`config.mk`:
```
export PLATFORM = sky130hd
export DESIGN_NAME = trig_unit
export DESIGN_NICKNAME = d
export VERILOG_FILES = /design/src/rtl/trig_pkg.sv /design/src/rtl/disc_sync.sv /design/src/rtl/cond_lut.sv /design/src/rtl/pulse_gen.sv /design/src/rtl/trig_unit.sv
export SDC_FILE = /design/constraint.sdc
export NUM_CORES = 1
export LEC_CHECK = 0
export BUFFER_PORTS_ARGS = -buffer_cell sky130_fd_sc_hd__clkbuf_2
export CORE_MARGIN = 1.5
export CORE_UTILIZATION = 50
export CTS_BUF_LIST = sky130_fd_sc_hd__clkbuf_8
export CTS_CLUSTER_DIAMETER = 100
export DETAILED_ROUTE_END_ITERATION = 6
export PLACE_DENSITY = 0.67
export RECOVER_POWER = 50
export SKIP_LAST_GASP = 1
export SLEW_MARGIN = 10
export SYNTH_ARGS = -nofsm -noshare
export SYNTH_HDL_FRONTEND = slang
export SYNTH_SLANG_ARGS = --single-unit
```
`constraint.sdc`:
```
create_clock -name clk -period 5.9 [get_ports clk]
set_input_delay 0 -clock clk [delete_from_list [all_inputs] [get_ports clk]]
set_output_delay 0 -clock clk [all_outputs]
set_load 0.02 [all_outputs]
```
`src/rtl/trig_pkg.sv`:
```
package trig_pkg;
  typedef enum logic [1:0] {
    ST_IDLE = 2'd0,
    ST_WAIT = 2'd1,
    ST_READ = 2'd2
  } rd_state_t;
endpackage

```
`src/rtl/disc_sync.sv`:
```
module disc_sync #(
  parameter int N = 7
) (
  input  logic         clk,
  input  logic         rst,
  input  logic [N-1:0] din,
  output logic [N-1:0] level,
  output logic [N-1:0] rise
);
  logic [N-1:0] meta, stab, prev;

  for (genvar i = 0; i < N; i++) begin : g_line
    always_ff @(posedge clk) begin
      if (rst) begin
        meta[i] <= 1'b0;
        stab[i] <= 1'b0;
        prev[i] <= 1'b0;
      end else begin
        meta[i] <= din[i];
        stab[i] <= meta[i];
        prev[i] <= stab[i];
      end
    end
  end

  assign level = stab;
  assign rise  = stab & ~prev;

  // an edge is reported for one cycle only
  a_r1_rise_single: assert property (@(posedge clk) disable iff (rst)
    (rise != '0) |=> ((rise & $past(rise)) == '0));
endmodule

```
`src/rtl/cond_lut.sv`:
```
module cond_lut #(
  parameter int AW = 7
) (
  input  logic          clk,
  input  logic          we,
  input  logic [AW-1:0] waddr,
  input  logic          wbit,
  input  logic [AW-1:0] raddr,
  output logic          rdata
);
  localparam int DEPTH = 2 ** AW;
  logic mem [DEPTH];

  always_ff @(posedge clk) begin
    if (we) mem[waddr] <= wbit;
    rdata <= mem[raddr];
  end
endmodule

```
`src/rtl/pulse_gen.sv`:
```
module pulse_gen #(
  parameter int LEN = 5
) (
  input  logic clk,
  input  logic rst,
  input  logic fire,
  output logic active
);
  localparam int CW = $clog2(LEN + 1);
  localparam logic [CW-1:0] LOAD = CW'(LEN);
  localparam logic [CW-1:0] ONE  = CW'(1);
  logic [CW-1:0] cnt;

  always_ff @(posedge clk) begin
    if (rst)                       cnt <= '0;
    else if (fire && cnt == '0)    cnt <= LOAD;
    else if (cnt != '0)            cnt <= cnt - ONE;
  end

  assign active = (cnt != '0);

  // a running pulse is never restarted or stretched
  a_r2_no_extend: assert property (@(posedge clk) disable iff (rst)
    (cnt != '0) |=> (cnt == $past(cnt) - ONE));
endmodule

```
`src/rtl/trig_unit.sv`:
```
module trig_unit
  import trig_pkg::*;
#(
  parameter int N_DISC    = 7,
  parameter int HIT_LEN   = 5,
  parameter int EVENT_LEN = 20,
  parameter int TIMEOUT   = 100
) (
  input  logic              clk,
  input  logic              rst,
  input  logic [N_DISC-1:0] disc_in,
  input  logic              trig_en,
  input  logic              cfg_we,
  input  logic [N_DISC-1:0] cfg_addr,
  input  logic              cfg_bit,
  input  logic              accept,
  input  logic              readout_done,
  output logic              hit_pulse,
  output logic              event_pulse,
  output logic              shaper_rst,
  output logic              pileup,
  output logic [N_DISC-1:0] pattern
);
  localparam int TW = (TIMEOUT > 1) ? $clog2(TIMEOUT) : 1;
  localparam logic [TW-1:0] TMO_LOAD = TW'(TIMEOUT - 1);
  localparam logic [TW-1:0] TONE     = TW'(1);

  logic [N_DISC-1:0] lvl, rise, pat_v;
  logic              hit_v, qual, fire, busy, start_ev;
  rd_state_t         state;
  logic [TW-1:0]     tmo;

  disc_sync #(.N(N_DISC)) u_sync (
    .clk(clk), .rst(rst), .din(disc_in), .level(lvl), .rise(rise)
  );

  cond_lut #(.AW(N_DISC)) u_lut (
    .clk(clk), .we(cfg_we), .waddr(cfg_addr), .wbit(cfg_bit),
    .raddr(lvl), .rdata(qual)
  );

  always_ff @(posedge clk) begin
    if (rst) begin
      hit_v <= 1'b0;
      pat_v <= '0;
    end else begin
      hit_v <= (rise != '0);
      pat_v <= lvl;
    end
  end

  assign fire     = hit_v & trig_en;
  assign busy     = event_pulse | (state != ST_IDLE);
  assign start_ev = fire & qual & ~busy;

  pulse_gen #(.LEN(HIT_LEN)) u_hit (
    .clk(clk), .rst(rst), .fire(fire), .active(hit_pulse)
  );

  pulse_gen #(.LEN(EVENT_LEN)) u_evt (
    .clk(clk), .rst(rst), .fire(start_ev), .active(event_pulse)
  );

  always_ff @(posedge clk) begin
    if (rst) begin
      state      <= ST_IDLE;
      tmo        <= '0;
      shaper_rst <= 1'b0;
      pattern    <= '0;
    end else begin
      shaper_rst <= 1'b0;
      case (state)
        ST_WAIT: begin
          if (accept) begin
            state <= ST_READ;
          end else if (tmo == '0) begin
            state      <= ST_IDLE;
            shaper_rst <= 1'b1;
            pattern    <= '0;
          end else begin
            tmo <= tmo - TONE;
          end
        end
        ST_READ: if (readout_done) state <= ST_IDLE;
        default: ;
      endcase
      if (start_ev) begin
        state   <= ST_WAIT;
        tmo     <= TMO_LOAD;
        pattern <= pat_v;
      end
    end
  end

  always_ff @(posedge clk) begin
    if (rst)                                   pileup <= 1'b0;
    else if (fire && busy)                     pileup <= 1'b1;
    else if (state == ST_READ && readout_done) pileup <= 1'b0;
  end

  // the reset request lasts one cycle
  a_r6_srst_single: assert property (@(posedge clk) disable iff (rst)
    shaper_rst |=> !shaper_rst);
  // pattern is empty when the reset request is raised
  a_r6_srst_clears: assert property (@(posedge clk) disable iff (rst)
    shaper_rst |-> (pattern == '0));
  // a hit pulse only starts when triggering was enabled
  a_r5_enabled_only: assert property (@(posedge clk) disable iff (rst)
    $rose(hit_pulse) |-> $past(trig_en));
  // an event only starts from idle
  a_r3_from_idle: assert property (@(posedge clk) disable iff (rst)
    $rose(event_pulse) |-> ($past(state) == ST_IDLE && state == ST_WAIT));
  // pile-up stays set unless readout completes
  a_r7_sticky: assert property (@(posedge clk) disable iff (rst)
    (pileup && !(state == ST_READ && readout_done)) |=> pileup);
  // latched pattern is held through readout
  a_r8_hold: assert property (@(posedge clk) disable iff (rst)
    (state == ST_READ && $past(state) == ST_READ) |-> $stable(pattern));
endmodule

```
Yosys cells after proc, flatten, opt, wreduce, memory -nomap -nowiden. Memory sizes are Yosys's and may differ from the RTL's. A register that Yosys moved wholly into a read port is not among the register bits. Index checks and enable logic that the tools add are counted.

Memories: 1. RAM bits: 128. Output and inout bits: 11. Input port bits: 21. Word-level logic and storage cells: 105. Bits in registers: 55.

Memories: u_lut.mem (words 128, width 1, read ports 1, clocked after Yosys merged registers in 1, wr ports 1, RTL line cond_lut.sv:12) `logic mem [DEPTH];`.

Add/subtract/negate cells: 3. Equal/unequal tests: 8. Reduce and logical (&&, ||, !) cells: 27. Muxes and demuxes: 22. Bitwise logic cells: 10.

Operator list (count): $mux W7 (8); $reduce_and A3 Y1 (5); $reduce_bool A2 Y1 (7); $mux W5 (2); $and A7 B7 Y7 (1); $logic_not A7 Y1 (1); $not A7 Y7 (1); $reduce_bool A7 Y1 (1); $sub A7 B1 Y7 const B (1); $mux W1 (6); $mux W2 (3); $mux W3 (2); $reduce_bool A3 Y1 (2); $reduce_or A2 Y1 (3); $logic_not A5 Y1 (1); $reduce_bool A5 Y1 (1); $sub A5 B1 Y5 const B (1); $logic_and A1 B1 Y1 (4); $ne A2 B1 Y1 const B (2); $ne A4 B3 Y1 const B (1); $not A1 Y1 (4); $pmux W2 S2 (1); $and A1 B1 Y1 (3); $logic_not A3 Y1 (1); 8 further kinds (8).

Logic depth before layout (Yosys ltp).
Depth after elaboration: 6. Gate-level depth with buffers: 8. Gate-level depth less buffers: 7.

Cells and area by module. Synthesis repeated with hierarchy kept, for this count alone.

Cells, all modules: 599. Area, all modules: 7881.3 µm².

By module, submodules not included: cond_lut (cells each 395, times used 1, area each 5719.2 µm²); trig_unit (cells each 109, times used 1, area each 1037.2 µm²); disc_sync (cells each 51, times used 1, area each 668.1 µm²); pulse_gen at u_evt (cells each 28, times used 1, area each 287.8 µm²); pulse_gen at u_hit (cells each 16, times used 1, area each 168.9 µm²).

Worst setup path after synthesis. No wires, ideal clock.

Path kind: flip-flop to flip-flop. Start point: register u_evt.cnt[0]. End point: register pattern[0]. Path slack: 3.989 ns. Required time: 5.772 ns. Arrival: 1.784 ns. Stages on the path, launching flop included: 9. Library setup time: 0.128 ns. Path through: dfxtp_1 > inv_1 > ha_1 > or4b_1 > buf_6 > nor4_4 > nor2_2 > a22oi_1 > nor2_1.

Cells in the longest elaborated chain, start to end: 6. Elaborated cells between the ends (all ways): 9. Those cells by class: eq/ne: 1; mux: 1; bitwise: 3; reduce/logical: 4.

RTL lines: from (decl) (RTL line pulse_gen.sv:12) `logic [CW-1:0] cnt;`; from (signal assigned) (RTL line pulse_gen.sv:17) `else if (cnt != '0) cnt <= cnt - ONE;`; $reduce_bool A5 Y1 (*) (RTL line pulse_gen.sv:20) `assign active = (cnt != '0);`; net event_pulse (RTL line trig_unit.sv:19) `output logic event_pulse,`; $or A1 B1 Y1 (*) (RTL line trig_unit.sv:53) `assign busy = event_pulse | (state != ST_IDLE);`; $not A1 Y1 (*) (RTL line trig_unit.sv:54) `assign start_ev = fire & qual & ~busy;`; $and A1 B1 Y1 (*) (RTL line trig_unit.sv:54); $ne A2 B1 Y1 (no source line) or $reduce_bool A2 Y1 (tied branches); $reduce_and A3 Y1 (no source line); to (signal assigned) (RTL line trig_unit.sv:90) `pattern <= pat_v;`; to (decl) (RTL line trig_unit.sv:22) `output logic [N_DISC-1:0] pattern`.

The timed path passes the listed nets; every way through them passes the cells marked *. A chain may end at the register's enable or synchronous reset.

Worst setup path in the final report.
Start point: input port cfg_bit. End point: memory u_lut.mem[31] (data pin).

RTL lines: from (decl) (RTL line trig_unit.sv:15) `input logic cfg_bit,`; to (decl) (RTL line cond_lut.sv:12).

No word-level cell before the write port.

==> results.py <==
metrics = {
    "sta": {
        "worst_slew_pin_slew_ns": 4.673,
        "finalHoldViolations": 0,
        "period_share_pct": 65.44,
        "finalClockSkew_ns": 0.01043,
        "unrepaired_setup_endpoints_after_global_routing": "false",
        "final-setup-viol-count": 0,
        "timing.final.crit_period_ns": 3.861,
        "maxSlewHeadroom_pct": -211.5,
        "max_slew_vio_count": 178,
        "achievable-frequency_ghz": 0.2590,
        "final.setup.tns_ns": 0,
        "fin_worst_hold_slack_ns": 0.04149,
    },
    "worst_setup_path": {
        "cp_max_fo": 128,
        "worstPathArrival_ns": 3.43,
        "critical_path_class": "in -> reg",
        "reg2regPathDepth": 5,
        "critPathTopFamily": "buffers and inverters",
        "endpoint_kind": "flop",
        "critical_path_required_ns": 5.47,
        "critical_path_cell_count": 2,
        "critPathLaunchType": "input port",
        "critical_path_cell_list": "buf_2, clkbuf_1",
        "worst_path_largest_cell_delay_ns": 3.22,
        "worst_path_max_delay_cell": "sky130_fd_sc_hd__clkbuf_1",
        "cp.buffers_inverters": 2,
    },
    "route": {
        "avgViaCountPerCell": 5.691,
        "wirelength_mm": 15.61,
        "number_of_search_and_repair_iterations_in_the_first_detailed_routing_pass": 7,
        "route.antenna.remaining_nets": 0,
        "drt_initial_violations": 519,
        "post_detailed_route_drc_marker_count": 6,
        "vias": 4638,
        "post_drt_wl_per_cell_um": 19.16,
    },
    "synth": {
        "synth_largest_area_cell": "sky130_fd_sc_hd__edfxtp_1",
        "async_set_or_reset_register_ratio_after_synthesis_pct": 0,
        "yosys_register_bits": 177,
        "synth-warning-count": 0,
        "yosysTopAreaCellShare_pct": 51.06,
        "synth_edf_count": 128,
        "yosysMostFrequentCell": "sky130_fd_sc_hd__nor2_1",
        "synthTopCellsByCount": "sky130_fd_sc_hd__nor2_1, sky130_fd_sc_hd__edfxtp_1, sky130_fd_sc_hd__dfxtp_1",
        "post_synth_instance_area_mm2": 0.007528,
        "syn-instance-count": 582,
        "ys_seq_area_share_pct": 64.09,
        "synth_area_per_cell_um2": 12.94,
        "yosys-top-cells-area": "sky130_fd_sc_hd__edfxtp_1, sky130_fd_sc_hd__dfxtp_1, sky130_fd_sc_hd__mux4_2",
        "post_synth_num_cell_types": 50,
        "synth_nets": 608,
        "ys.flop_type": "sky130_fd_sc_hd__edfxtp_1",
    },
    "global_routing": {
        "vias_in_the_first_global_route": 4683,
        "number_of_antenna_violations_at_the_first_check_in_global_routing": 0,
        "gr-usage-all-layers_pct": 21.38,
        "total_global_routing_overflow": 0,
        "grt_first_pass_wirelength_mm": 25.31,
        "grt_max_degree": 129,
    },
    "power_and_ir_drop": {
        "worst_ir_drop_on_vdd_v": 0.0001806,
        "finalPower_mw": 2.466,
        "p_leak_nw": 2.588,
        "swShare_pct": 24.31,
        "power_density_mw_per_mm2": 298.6,
        "seqPwrFrac_pct": 56.9,
        "power.internal_mw": 1.867,
        "clock_power_share_pct": 31.9,
        "pwr-share-comb_pct": 11.2,
        "p_sw_uw": 599.6,
    },
    "layout": {
        "area_used_by_multi_input_combinational_logic_mm2": 0.002480,
        "final_core_utilization_pct": 56.41,
        "layout.cell_area.non_filler_mm2": 0.008260,
        "drive_gt1_share_pct": 13.79,
        "fill_cells": 1245,
        "ff_latch_area_mm2": 0.004826,
        "area_delta_synth_final_pct": 9.722,
        "num_antenna_cells": 0,
        "layout.nets": 644,
    },
    "clock_tree": {
        "cts.repair.resized": 0,
        "cts_buffers": 17,
        "cts-htree-levels": 4,
        "ctsLongestPathBuffers": 2,
        "clk_latency_ns": 0.45,
        "clock_tree_from_tritoncts": "yes",
        "cts.root.buffer_cell": "sky130_fd_sc_hd__clkbuf_8",
        "sinks_on_the_clock_net": 177,
        "clk_pin_slew_worst_paths_ns": 0.08,
    },
    "hold_path": {
        "worstHoldPathType": "in -> reg",
        "min_delay_path_depth": 3,
    },
    "floorplanning": {
        "initial_cell_density_of_the_core_pct": 51.41,
        "die_w_um": 125.7,
        "area_of_the_core_region_mm2": 0.01464,
        "die_span_y_um": 125.7,
        "std_cell_rows": 44,
        "io_pins": 32,
        "die_area_mm2": 0.01580,
    },
    "status": {
        "run_status": "finished with violations",
        "violations": "design-rule violations, max-capacitance violations, max-slew violations",
    },
    "place": {
        "port_buffers": 31,
        "place.detailed.hpwl_mm": 9.373,
        "finalWeightedCongestion": 0.7333,
        "dpl_cell_area_mm2": 0.007770,
    },
    "flow_run": {
        "drv.max_cap_violation_count": 2,
    },
}
metrics by stage:
stage / setup WS [ns] / std cells
final: 2.039 / 815
after global routing: 1.553 / 815
after CTS: 2.967 / 815
after detailed placement: 3.003 / 769
after global placement: 3.029 / 769
after floorplan: 3.989 / 582
state kept, by name (all words and copies together), names as in the netlist:
register,cells
u_lut.rdata,1
u_evt.cnt,5
u_sync.level,7
tmo,7
u_lut.mem,128
shaper_rst,1
pileup,1
hit_v,1
pattern,7
state,2
u_sync.meta,7
pat_v,7
u_hit.cnt,3
power groups by stage:
stage	Clock, mW	Combinational [mW]	Sequential (mW)
5_1_grt	0.851	0.309	1.41
3_5_place_dp	0	0.271	1.43
6_report	0.788	0.276	1.40
4_1_cts	0.807	0.278	1.40
3_3_place_gp	0	0.259	1.43
2_1_floorplan	0	0.218	1.41
cells by family (layout without fill, tap and decap cells):
family | Yosys count | count (layout) | share of synthesized area, %
AND/OR/NAND/NOR | 267 | 267 | 16.50
flip-flops | 177 | 177 | 64.09
buffers and inverters | 46 | 95 | 2.975
multiplexers | 42 | 42 | 11.14
AO/OA/AOI/OAI | 37 | 37 | 3.540
XOR/XNOR | 8 | 8 | 0.9306
adder cells (fa/ha/maj) | 5 | 5 | 0.8310
cell usage in the layout (no fill, tap or decap), types with 9 or more instances in the layout:
| master | netlist | routed |
|---|---|---|
| sky130_fd_sc_hd__nor2_1 | 149 | 149 |
| sky130_fd_sc_hd__inv_1 | 15 | 21 |
| sky130_fd_sc_hd__dfxtp_1 | 49 | 48 |
| sky130_fd_sc_hd__clkbuf_1 | 17 | 13 |
| sky130_fd_sc_hd__mux4_2 | 32 | 32 |
| sky130_fd_sc_hd__dlygate4sd3_1 | 0 | 14 |
| sky130_fd_sc_hd__nand3_1 | 19 | 19 |
| sky130_fd_sc_hd__clkbuf_2 | 0 | 18 |
| sky130_fd_sc_hd__nand2_1 | 25 | 25 |
| sky130_fd_sc_hd__nor2b_1 | 30 | 30 |
| sky130_fd_sc_hd__a21oi_1 | 9 | 9 |
| sky130_fd_sc_hd__clkbuf_8 | 0 | 19 |
| sky130_fd_sc_hd__edfxtp_1 | 128 | 128 |
| sky130_fd_sc_hd__nor3_1 | 12 | 12 |
per-layer routing:
layer | GRT usage, % | vias up | part of all wire [%]
met3 | 4.758 | 15 | 5.5
li1 | - | 2180 | -
met4 | 8.071 | 0 | 1.3
met1 | 28.70 | 2307 | 45
met2 | 34.39 | 136 | 48
met5 | 0 | - | 0
worst paths after layout:
check / from / endpoint / slack, ns
min reg2reg: u_sync.meta[3]$_SDFF_PP0_ / u_sync.level[3]$_SDFF_PP0_ / 0.45
max: cfg_bit / u_lut.mem[31]$_DFFE_PP_ / 2.04
min: cfg_we / u_lut.mem[74]$_DFFE_PP_ / 0.04
max reg2reg: u_sync.level[1]$_SDFF_PP0_ / u_lut.rdata$_DFF_P_ / 3.02
final cells by class:
type,instances,share of cell area (%)
Timing Repair Buffer,48,3.620
Clock buffer,19,3.166
Clock inverter,13,1.303
Tap cell,184,2.787
Multi-Input combinational cell,359,30.02
Sequential cell,177,58.42
Inverter,15,0.6816
repair_timing:
item | 4_1_cts | 5_1_grt
setup buffers | 0 | 0
endpoints found under the hold margin | 15 | 0
hold buffers | 14 | 0
Note: power is estimated with default switching activity, not from simulation.
